<file path="config.mk">
export PLATFORM = sky130hd
export DESIGN_NAME = bus_width_conv
export DESIGN_NICKNAME = d
export VERILOG_FILES = /design/src/rtl/bwc_pkg.sv /design/src/rtl/bwc_planner.sv /design/src/rtl/bwc_lanes.sv /design/src/rtl/bus_width_conv.sv
export SDC_FILE = /design/constraint.sdc
export NUM_CORES = 1
export LEC_CHECK = 0
export BUFFER_PORTS_ARGS = -buffer_cell sky130_fd_sc_hd__buf_2
export CAP_MARGIN = 40
export CORE_MARGIN = 3
export CORE_UTILIZATION = 30
export CTS_CLUSTER_SIZE = 16
export DETAILED_ROUTE_END_ITERATION = 16
export GPL_ROUTABILITY_DRIVEN = 0
export PLACE_DENSITY_LB_ADDON = 0.15
export REMOVE_ABC_BUFFERS = 1
export SKIP_LAST_GASP = 1
export SLEW_MARGIN = 10
export SYNTH_ARGS = -nofsm -noshare
export SYNTH_HDL_FRONTEND = slang
export SYNTH_SLANG_ARGS = --single-unit
</file>
<file path="constraint.sdc">
create_clock -name clk -period 7.55 [get_ports clk]
set_clock_uncertainty 0.15 [all_clocks]
set_input_delay 2.265 -clock clk [delete_from_list [all_inputs] [get_ports clk]]
set_output_delay 2.265 -clock clk [all_outputs]
set_load 0.02 [all_outputs]
</file>
<file path="src/rtl/bwc_pkg.sv">
package bwc_pkg;
  typedef enum logic [0:0] {
    ST_IDLE = 1'b0,
    ST_RUN  = 1'b1
  } bwc_state_e;
endpackage

</file>
<file path="src/rtl/bwc_planner.sv">
// Picks the next sub-cycle from the mask of bytes still to move.
module bwc_planner #(
  parameter int NUM_BYTES = 4,
  localparam int IDX_W = $clog2(NUM_BYTES)
) (
  input  logic [NUM_BYTES-1:0] pend,
  input  logic                 is_w16,
  output logic [IDX_W-1:0]     idx,
  output logic                 word,
  output logic [NUM_BYTES-1:0] clr_mask,
  output logic                 hbe_n
);
  logic             found;
  logic [IDX_W-1:0] pair_idx;

  // lowest pending byte first
  always_comb begin
    idx   = '0;
    found = 1'b0;
    for (int i = 0; i < NUM_BYTES; i++) begin
      if (!found && pend[i]) begin
        idx   = IDX_W'(i);
        found = 1'b1;
      end
    end
  end

  assign pair_idx = idx | IDX_W'(1);
  assign word     = is_w16 && !idx[0] && pend[pair_idx];
  assign hbe_n    = !(word || idx[0]);

  always_comb begin
    for (int i = 0; i < NUM_BYTES; i++) begin
      clr_mask[i] = (IDX_W'(i) == idx) || (word && (IDX_W'(i) == pair_idx));
    end
  end
endmodule

</file>
<file path="src/rtl/bwc_lanes.sv">
// Write lane steering and read gathering into the holding word.
module bwc_lanes #(
  parameter int NUM_BYTES = 4,
  parameter int LANE_W    = 8,
  localparam int DW    = NUM_BYTES * LANE_W,
  localparam int BW    = 2 * LANE_W,
  localparam int IDX_W = $clog2(NUM_BYTES)
) (
  input  logic [DW-1:0]    wdata,
  input  logic [IDX_W-1:0] idx,
  input  logic             word,
  input  logic [BW-1:0]    rdata_bus,
  input  logic [DW-1:0]    hold_q,
  output logic [BW-1:0]    wdata_bus,
  output logic [DW-1:0]    hold_d
);
  logic [IDX_W-1:0]  idx_hi;
  logic [LANE_W-1:0] byte_lo;
  logic [LANE_W-1:0] byte_hi;
  logic [LANE_W-1:0] rd_lo;
  logic [LANE_W-1:0] rd_hi;

  assign idx_hi    = word ? (idx | IDX_W'(1)) : idx;
  assign byte_lo   = wdata[int'(idx) * LANE_W +: LANE_W];
  assign byte_hi   = wdata[int'(idx_hi) * LANE_W +: LANE_W];
  assign wdata_bus = {byte_hi, byte_lo};

  assign rd_lo = rdata_bus[LANE_W-1:0];
  assign rd_hi = rdata_bus[BW-1:LANE_W];

  always_comb begin
    hold_d = hold_q;
    for (int i = 0; i < NUM_BYTES; i++) begin
      if (IDX_W'(i) == idx) begin
        hold_d[i*LANE_W +: LANE_W] = idx[0] ? rd_hi : rd_lo;
      end else if (word && (IDX_W'(i) == (idx | IDX_W'(1)))) begin
        hold_d[i*LANE_W +: LANE_W] = rd_hi;
      end
    end
  end
endmodule

</file>
<file path="src/rtl/bus_width_conv.sv">
module bus_width_conv #(
  parameter int NUM_BYTES = 4,
  parameter int LANE_W    = 8,
  localparam int DW    = NUM_BYTES * LANE_W,
  localparam int BW    = 2 * LANE_W,
  localparam int IDX_W = $clog2(NUM_BYTES)
) (
  input  logic                 clk,
  input  logic                 rst_n,
  input  logic                 req_valid,
  input  logic                 req_write,
  input  logic                 req_mem,
  input  logic [NUM_BYTES-1:0] req_be_n,
  input  logic [DW-1:0]        req_wdata,
  output logic [DW-1:0]        cpu_rdata,
  output logic                 cpu_not_ready,
  output logic                 cpu_done,
  output logic                 bus_cyc,
  output logic                 bus_wr,
  output logic [IDX_W-1:0]     bus_addr_lo,
  output logic                 bus_hbe_n,
  output logic [BW-1:0]        bus_wdata,
  input  logic [BW-1:0]        bus_rdata,
  input  logic                 bus_ready,
  input  logic                 mem_w16_n,
  input  logic                 io_w16_n
);
  import bwc_pkg::*;

  // reset: asserted at once, removed on a clock edge
  logic [1:0] rst_sync_q;
  logic       rst_int_n;

  always_ff @(posedge clk or negedge rst_n) begin
    if (!rst_n) rst_sync_q <= 2'b00;
    else        rst_sync_q <= {rst_sync_q[0], 1'b1};
  end
  assign rst_int_n = rst_sync_q[1];

  bwc_state_e           state_q, state_d;
  logic [NUM_BYTES-1:0] pend_q, pend_d;
  logic                 done_q, done_d;
  logic                 wr_q, w16_q;
  logic [DW-1:0]        wdata_q, hold_q, hold_d, rdata_q;

  logic                 accept, step, last, none_en, w16_sel;
  logic                 hold_en, rdata_en;
  logic [IDX_W-1:0]     cur_idx;
  logic                 cur_word, cur_hbe_n;
  logic [NUM_BYTES-1:0] cur_clr, pend_after;

  bwc_planner #(.NUM_BYTES(NUM_BYTES)) u_planner (
    .pend     (pend_q),
    .is_w16   (w16_q),
    .idx      (cur_idx),
    .word     (cur_word),
    .clr_mask (cur_clr),
    .hbe_n    (cur_hbe_n)
  );

  bwc_lanes #(.NUM_BYTES(NUM_BYTES), .LANE_W(LANE_W)) u_lanes (
    .wdata     (wdata_q),
    .idx       (cur_idx),
    .word      (cur_word),
    .rdata_bus (bus_rdata),
    .hold_q    (hold_q),
    .wdata_bus (bus_wdata),
    .hold_d    (hold_d)
  );

  assign accept     = (state_q == ST_IDLE) && req_valid;
  assign step       = (state_q == ST_RUN) && bus_ready;
  assign pend_after = pend_q & ~cur_clr;
  assign last       = step && (pend_after == '0);
  assign none_en    = &req_be_n;
  assign w16_sel    = req_mem ? !mem_w16_n : !io_w16_n;
  assign hold_en    = step && !wr_q;
  assign rdata_en   = last && !wr_q;

  // next state
  always_comb begin
    state_d = state_q;
    pend_d  = pend_q;
    done_d  = 1'b0;
    if (accept) begin
      pend_d  = ~req_be_n;
      state_d = none_en ? ST_IDLE : ST_RUN;
      done_d  = none_en;
    end else if (step) begin
      pend_d = pend_after;
      if (last) begin
        state_d = ST_IDLE;
        done_d  = 1'b1;
      end
    end
  end

  always_ff @(posedge clk or negedge rst_int_n) begin
    if (!rst_int_n) begin
      state_q <= ST_IDLE;
      pend_q  <= '0;
      done_q  <= 1'b0;
    end else begin
      state_q <= state_d;
      pend_q  <= pend_d;
      done_q  <= done_d;
    end
  end

  always_ff @(posedge clk or negedge rst_int_n) begin
    if (!rst_int_n) begin
      wr_q    <= 1'b0;
      w16_q   <= 1'b0;
      wdata_q <= '0;
    end else if (accept) begin
      wr_q    <= req_write;
      w16_q   <= w16_sel;
      wdata_q <= req_wdata;
    end
  end

  always_ff @(posedge clk or negedge rst_int_n) begin
    if (!rst_int_n)   hold_q <= '0;
    else if (hold_en) hold_q <= hold_d;
  end

  always_ff @(posedge clk or negedge rst_int_n) begin
    if (!rst_int_n)    rdata_q <= '0;
    else if (rdata_en) rdata_q <= hold_d;
  end

  assign cpu_rdata     = rdata_q;
  assign cpu_done      = done_q;
  assign cpu_not_ready = (state_q == ST_RUN);
  assign bus_cyc       = (state_q == ST_RUN);
  assign bus_wr        = (state_q == ST_RUN) && wr_q;
  assign bus_addr_lo   = cur_idx;
  assign bus_hbe_n     = cur_hbe_n;

  // checks
  p_done_one_clock_r1: assert property (@(posedge clk) disable iff (!rst_int_n)
    cpu_done |=> !cpu_done);
  p_release_with_done_r1: assert property (@(posedge clk) disable iff (!rst_int_n)
    $fell(cpu_not_ready) |-> cpu_done);
  p_done_not_busy_r1: assert property (@(posedge clk) disable iff (!rst_int_n)
    cpu_done |-> !cpu_not_ready);
  p_odd_uses_high_r3: assert property (@(posedge clk) disable iff (!rst_int_n)
    (bus_cyc && bus_addr_lo[0]) |-> !bus_hbe_n);
  p_rdata_only_at_done_r8: assert property (@(posedge clk) disable iff (!rst_int_n)
    !cpu_done |-> $stable(cpu_rdata));
  p_mask_shrinks_r9: assert property (@(posedge clk) disable iff (!rst_int_n)
    (bus_cyc && bus_ready) |=> ($countones(pend_q) < $countones($past(pend_q))));
  p_hold_in_wait_r11: assert property (@(posedge clk) disable iff (!rst_int_n)
    (bus_cyc && !bus_ready) |=> (bus_cyc && $stable(bus_addr_lo)
      && $stable(bus_hbe_n) && $stable(bus_wdata)));
  p_idle_no_cycle_r12: assert property (@(posedge clk) disable iff (!rst_int_n)
    !cpu_not_ready |-> !bus_cyc);
endmodule

</file>
==> flow_metrics.tcl, run 1 <==
set metrics [dict create \
    vias_per_cell 4.62 \
    critPathKind "reg2out" \
    fmax_ghz 0.200 \
    vias 3467 \
    fp-row-count 47 \
    portBuffers 114 \
    r2r-end "hold_q[1]" \
    ant_nets 0 \
    firstDrtPassIters 4 \
    pwr-share-seq_pct 35.3 \
    min_path_type "reg2async" \
    clock_power_share_pct 14.8 \
    synth_area_um2 5160 \
    drt_iter0_drc 153 \
    cts_sinks 106 \
    slew_violations 0 \
    cts_root_buf "clkbuf_16" \
    critPathArrivalTime_ps 2580 \
    final-hold-violation-count 0 \
    postCtsResizedCells 0 \
    ys_ff_latch 106 \
    grt_pass1_wl_um 20400 \
    maxCapViolations 0 \
    drive_above_1_share_pct 47.6 \
    netlist_instances 424 \
    antenna_found_initial 2 \
    hpwlAfterDp_um 8540 \
    path_clk_slew_ps 80 \
    setup_viol 0 \
    grt_pass1_vias 3685 \
    grt_usage_pct 14.2 \
    timing_worst_slew_pin_value_ps 863 \
    postCtsSetupRepairBufs 0 \
    grt-ovfl-total 0 \
    final_util_pct 36.9 \
    nets 586 \
    avgSynthCellArea_um2 12.2 \
    p_leak_nw 2.99 \
    rsz0062_at_grt "false" \
    area_growth_pct 19.6 \
    period_minus_slack_ps 4990 \
    crit_path_start_kind "register" \
    dieArea_um2 18800 \
    status "finished clean" \
    setup_tns_ps 0 \
    max_slew_margin_pct 42.5 \
    r2r_cells 4 \
    ctsHoldBuffers 0 \
    route.detailed.drc 0 \
    power.switching_w 0.00122 \
    io_pins 115 \
    cp-end-kind "primary output" \
    dieWidth_um 137 \
    core_area_um2 16700 \
    insertion_delay_ps 350 \
    wl_per_cell_um 16.7 \
    path_max_fanout 25 \
    yosysWarnings 0 \
    pwr-share-comb_pct 50.0 \
    grt_max_degree 62 \
    n_antenna_cell 0 \
    cts_max_level 3 \
    reg2reg_slack_ps 4900 \
    yosysSeqAreaShare_pct 51.4 \
    ys_types 38 \
    wirelength_um 12500 \
    clockBufferDepth 2 \
    vdd_ir_drop_max_mv 0.184 \
    numCtsBuffers 9 \
    cp.required_ps 5140 \
    fill_cells 1719 \
    cts_tree "built" \
    r2r_start "pend_q[1]" \
    p_per_area_nw_per_um2 491 \
    switching_share_pct 40.5 \
    initial_core_util_pct 30.9 \
    p_int_w 0.00180 \
    period_share_pct 66.1 \
    die_h_um 137 \
]
[layout by cell type (no fill, tap or decap), drive strengths merged, types with 2 or more instances in the layout]
cell,instances
a21oi,12
a22oi,8
buf,118
clkbuf,11
clkinv,2
dfrtp,106
inv,4
mux2,97
mux4,8
nand2,110
nand2b,3
nand3,3
nor2,14
nor2b,2
o211ai,3
o21ai,15
or2,2
or3,3
[power groups by stage]
stage	Clock (W)	Combinational (W)	Sequential, W
after floorplan	0	0.00101	0.00113
after global placement	0	0.00150	0.00107
after detailed placement	0	0.00153	0.00108
after CTS	0.000467	0.00154	0.00107
after global routing	0.000491	0.00164	0.00111
final	0.000447	0.00151	0.00107
[Yosys cell counts]
cell type / instances / area (um2)
nand2b_1: 1 / 6.26
o21ai_0: 15 / 75.1
conb_1: 1 / 3.75
nand3_4: 1 / 17.5
or3_1: 3 / 18.8
o211ai_1: 3 / 22.5
nor2_1: 10 / 37.5
and2_1: 1 / 6.26
nor2b_4: 1 / 13.8
clkbuf_1: 12 / 45.0
buf_2: 4 / 20.0
nor4_4: 1 / 21.3
mux2_4: 39 / 586
a22o_1: 1 / 8.76
or2_1: 1 / 6.26
nand4_1: 1 / 6.26
or2_2: 1 / 6.26
dfrtp_1: 106 / 2650
a21oi_1: 11 / 55.1
a21oi_2: 1 / 8.76
nand2_1: 110 / 413
mux2_2: 58 / 653
nor2b_1: 1 / 6.26
nor2_2: 3 / 18.8
buf_6: 9 / 101
a22oi_1: 8 / 60.1
nand2b_2: 1 / 8.76
nand3_1: 2 / 10.0
and3_1: 1 / 6.26
buf_4: 1 / 7.51
nor3_2: 1 / 10.0
and4b_1: 1 / 10.0
nand2b_4: 1 / 13.8
a21bo_1: 1 / 10.0
mux4_2: 8 / 180
nor2_8: 1 / 20.0
buf_1: 1 / 3.75
inv_1: 2 / 7.51
[critical path, cell delays in order, from the launching register on]
cell     delay, ps
dfrtp_1        700
or2_1          500
nor2_8         290
mux4_2         550
buf_2          180
[cell families (layout without fill, tap and decap cells)]
family                 count (synthesis)  in the layout  synth area share, %
AO/OA/AOI/OAI                         40             40                 4.66
buffers and inverters                 29            136                 3.59
flip-flops                           106            106                 51.4
multiplexers                         105            105                 27.5
other                                  1              1               0.0727
AND/OR/NAND/NOR                      143            143                 12.7
[worst max path at each step]
stage	start	to	slack [ps]	cells after the start
floorplan	bus_ready	cpu_rdata[0]	2940	4
global placement	pend_q[1]	bus_wdata[9]	2940	4
detailed placement	pend_q[1]	bus_wdata[9]	2890	4
CTS	pend_q[1]	bus_wdata[9]	2490	4
global route	pend_q[1]	bus_wdata[9]	2330	4
finish	pend_q[1]	bus_wdata[9]	2560	4
[metal layers]
metal  vias up  GRT usage (%)  part of all wire (%)
met5         -              0                  0.22
met4         4           3.44                  0.83
met3         9           4.71                   6.7
met2        95           22.2                    47
met1      1705           18.9                    46
li1       1654              -                     -
[area by class of cell]
| cell class | instances | area (um2) | area share [%] |
|---|---|---|---|
| sequential | 106 | 2660 | 43.1 |
| multi-input combinational | 289 | 2330 | 37.7 |
| timing repair buffer | 118 | 633 | 10.3 |
| tap | 220 | 275 | 4.46 |
| clock buffer | 11 | 233 | 3.77 |
| clock inverter | 5 | 38.8 | 0.629 |
| inverter | 2 | 7.51 | 0.122 |
[registers in the layout, summed over array words and instances (netlist names)]
name,flops
rst_sync_q,2
wr_q,1
cpu_rdata,32
cpu_done,1
hold_q,32
bus_cyc,1
pend_q,4
w16_q,1
wdata_q,32
[metrics by stage]
| stage | setup WS (ps) | hold WS [ps] | instance area (um2) | total power (W) | cells |
|---|---|---|---|---|---|
| after global routing | 2330 | 223 | 6170 | 0.00325 | 751 |
| after floorplan | 2940 | 181 | 4980 | 0.00214 | 397 |
| after global placement | 2940 | 191 | 5850 | 0.00257 | 733 |
| final | 2560 | 176 | 6170 | 0.00303 | 751 |
| after CTS | 2490 | 212 | 6170 | 0.00308 | 751 |
| after detailed placement | 2890 | 189 | 5900 | 0.00261 | 735 |
No activity file was read; power rests on OpenSTA's default activity.
==> run 2: changes to the inputs <==
--- a/config.mk
+++ b/config.mk
@@ -5,6 +5,7 @@
 export SDC_FILE = /design/constraint.sdc
 export NUM_CORES = 1
 export LEC_CHECK = 0
+export ABC_AREA = 1
 export BUFFER_PORTS_ARGS = -buffer_cell sky130_fd_sc_hd__buf_2
 export CAP_MARGIN = 40
 export CORE_MARGIN = 3
==> constraint.sdc (replaced) <==
create_clock -name clk -period 4.4 [get_ports clk]
set_clock_uncertainty 0.15 [all_clocks]
set_input_delay 1.32 -clock clk [delete_from_list [all_inputs] [get_ports clk]]
set_output_delay 1.32 -clock clk [all_outputs]
set_load 0.02 [all_outputs]
==> run 2 against run 1 <==
Via count increased by 35%. Sequential power grew 59%. Synthesized cell count grew 52%. Sequential share of layout area rose by 0.11 points. Clock-buffer cell count increased by 3. Non-clock buffer count up 4. Critical path depth increased by 3. Clock power rose by 74%. Critical endpoint is now bus_wdata[6]. Largest cell class unchanged.
==> flow_metrics.tcl, run 2 <==
set metrics [dict create \
    postCtsResizedCells 0 \
    period_share_pct 87.8 \
    critPathKind "reg2out" \
    n_antenna_cell 0 \
    path_clk_slew_ps 70 \
    ctsHoldBuffers 0 \
    slew_violations 0 \
    antenna_found_initial 2 \
    yosysTopAreaCell "dfrtp_1" \
    m1WireLength_um 6990 \
    crit_path_start_kind "register" \
    area_growth_pct 20.6 \
    crit_slowest_cell "dfrtp_1" \
    max_slew_margin_pct 59.8 \
    grt_pass1_wl_um 24800 \
    avgSynthCellArea_um2 7.90 \
    die_h_um 136 \
    synth-edff-count 0 \
    grt_max_degree 52 \
    placed_area_um2 5880 \
    yosysWarnings 0 \
    grt_usage_pct 16.8 \
    final_area_um2 6150 \
    path_max_fanout 15 \
    netlist_instances 646 \
    met3_length_um 918 \
    status "finished clean" \
    initial_core_util_pct 30.7 \
    wl_per_cell_um 15.3 \
    firstDrtPassIters 5 \
    fp-row-count 47 \
    synth_area_um2 5100 \
    max_stage_delay_ps 490 \
    route.detailed.drc 0 \
    met2_length_um 6700 \
    synth.most_common_cell "nand2_1" \
    drt_iter0_drc 355 \
    holdWs_ps 89.7 \
    path_cells "nor2_4, nand2_1, inv_1, nand2_1, o221a_2, o21ai_0, buf_2" \
    crit_family "buffers and inverters" \
    synth_top_cell_area_share_pct 52.0 \
    vias_per_cell 4.83 \
    nets 803 \
    vias 4675 \
    insertion_delay_ps 350 \
    yosysSeqAreaShare_pct 52.0 \
    rsz0062_at_grt "false" \
    fill_cells 1759 \
    cts_max_level 3 \
    hpwlAfterDp_um 10600 \
    p_per_area_nw_per_um2 873 \
    critPathArrivalTime_ps 2390 \
    synth_area_leaders "dfrtp_1 (52%), nand2_1 (18%), o21ai_0 (6.3%)" \
    portBuffers 114 \
    cp_num_buf_inv 2 \
    period_minus_slack_ps 3860 \
    core_area_um2 16600 \
    setup_viol 0 \
    grt-ovfl-total 0 \
    cts_sinks 106 \
    vdd_ir_drop_max_mv 0.541 \
    synthArstFlopShare_pct 100 \
    min_path_type "reg2async" \
    timing_worst_slew_pin_value_ps 603 \
    ys_ff_latch 106 \
    cts_tree "built" \
    final_util_pct 37.0 \
    synthFlopType "dfrtp_1" \
    setup_tns_ps 0 \
    cpMostUsedCell "nand2_1" \
    io_pins 115 \
    ys_types 28 \
    wirelength_um 14800 \
    postCtsSetupRepairBufs 0 \
    highest_layer "met5" \
    yosys-top-cells-count "nand2_1 (239), dfrtp_1 (106), o21ai_0 (64)" \
    grt_pass1_vias 4745 \
    maxCapViolations 0 \
    numCtsBuffers 9 \
    final_cell_mix "nand2_1 (239), buf_2 (114), dfrtp_1 (105), o21ai_0 (64), nand3_1 (40)" \
    final-hold-violation-count 0 \
    final_common_cell "nand2_1" \
    fmax_ghz 0.259 \
    drive_above_1_share_pct 21.3 \
    p_leak_nw 3.23 \
    dieWidth_um 136 \
    ant_nets 0 \
    cp.required_ps 2930 \
    cts_root_buf "clkbuf_16" \
    dieArea_um2 18600 \
    clockBufferDepth 2 \
    cp-end-kind "primary output" \
]
-- run 2: routing by layer --
| metal | track usage (%) | up-vias |
|---|---|---|
| li1 | - | 2321 |
| met1 | 23.3 | 2204 |
| met2 | 26.0 | 127 |
| met3 | 4.00 | 19 |
| met4 | 5.15 | 4 |
| met5 | 0 | - |
-- run 2: area by class of cell --
type | count | area (um2) | share of cell area (%)
flip-flops and latches | 106 | 2660 | 43.2
multi-input cells | 459 | 2130 | 34.5
repair buffers | 122 | 651 | 10.6
well taps | 220 | 275 | 4.47
clock buffers | 14 | 264 | 4.29
inverters | 45 | 169 | 2.75
clock inverters | 2 | 12.5 | 0.203
-- run 2: power breakdown --
part	switching, W	internal (W)	leakage [nW]	total, W
Clock	0.000360	0.000415	0.133	0.000776
Combinational	0.00204	0.000861	1.80	0.00290
Sequential	0.000276	0.00142	1.29	0.00170
-- run 2: kinds of logic (layout without fill, tap and decap cells) --
logic type	Yosys count	count (layout)	synth area share (%)
and+or+nand+nor	350	350	29.1
AOI/OAI and AO/OA	107	107	11.9
DFF	106	106	52.0
buffers and inverters	81	183	6.67
other	1	1	0.0735
muxes	1	1	0.221
-- run 2: stage by stage --
step	power [W]	setup WS (ps)	cells
2_1_floorplan	0.00362	354	610
3_3_place_gp	0.00459	1000	951
3_5_place_dp	0.00464	891	952
4_1_cts	0.00544	495	968
5_1_grt	0.00588	337	968
6_report	0.00537	538	968
-- run 2: worst paths after layout --
path	startpoint	to	slack [ps]	cells past startpoint
max	pend_q[1]	bus_wdata[6]	540	7
min	rst_sync_q[1]	wdata_q[11]	90	0
max reg2reg	pend_q[3]	cpu_rdata[31]	1470	8
min reg2reg	rst_sync_q[1]	wdata_q[11]	90	0
max in group asynchronous	rst_sync_q[1]	cpu_rdata[13]	3210	1
min in group clk	rst_sync_q[0]	rst_sync_q[1]	200	0
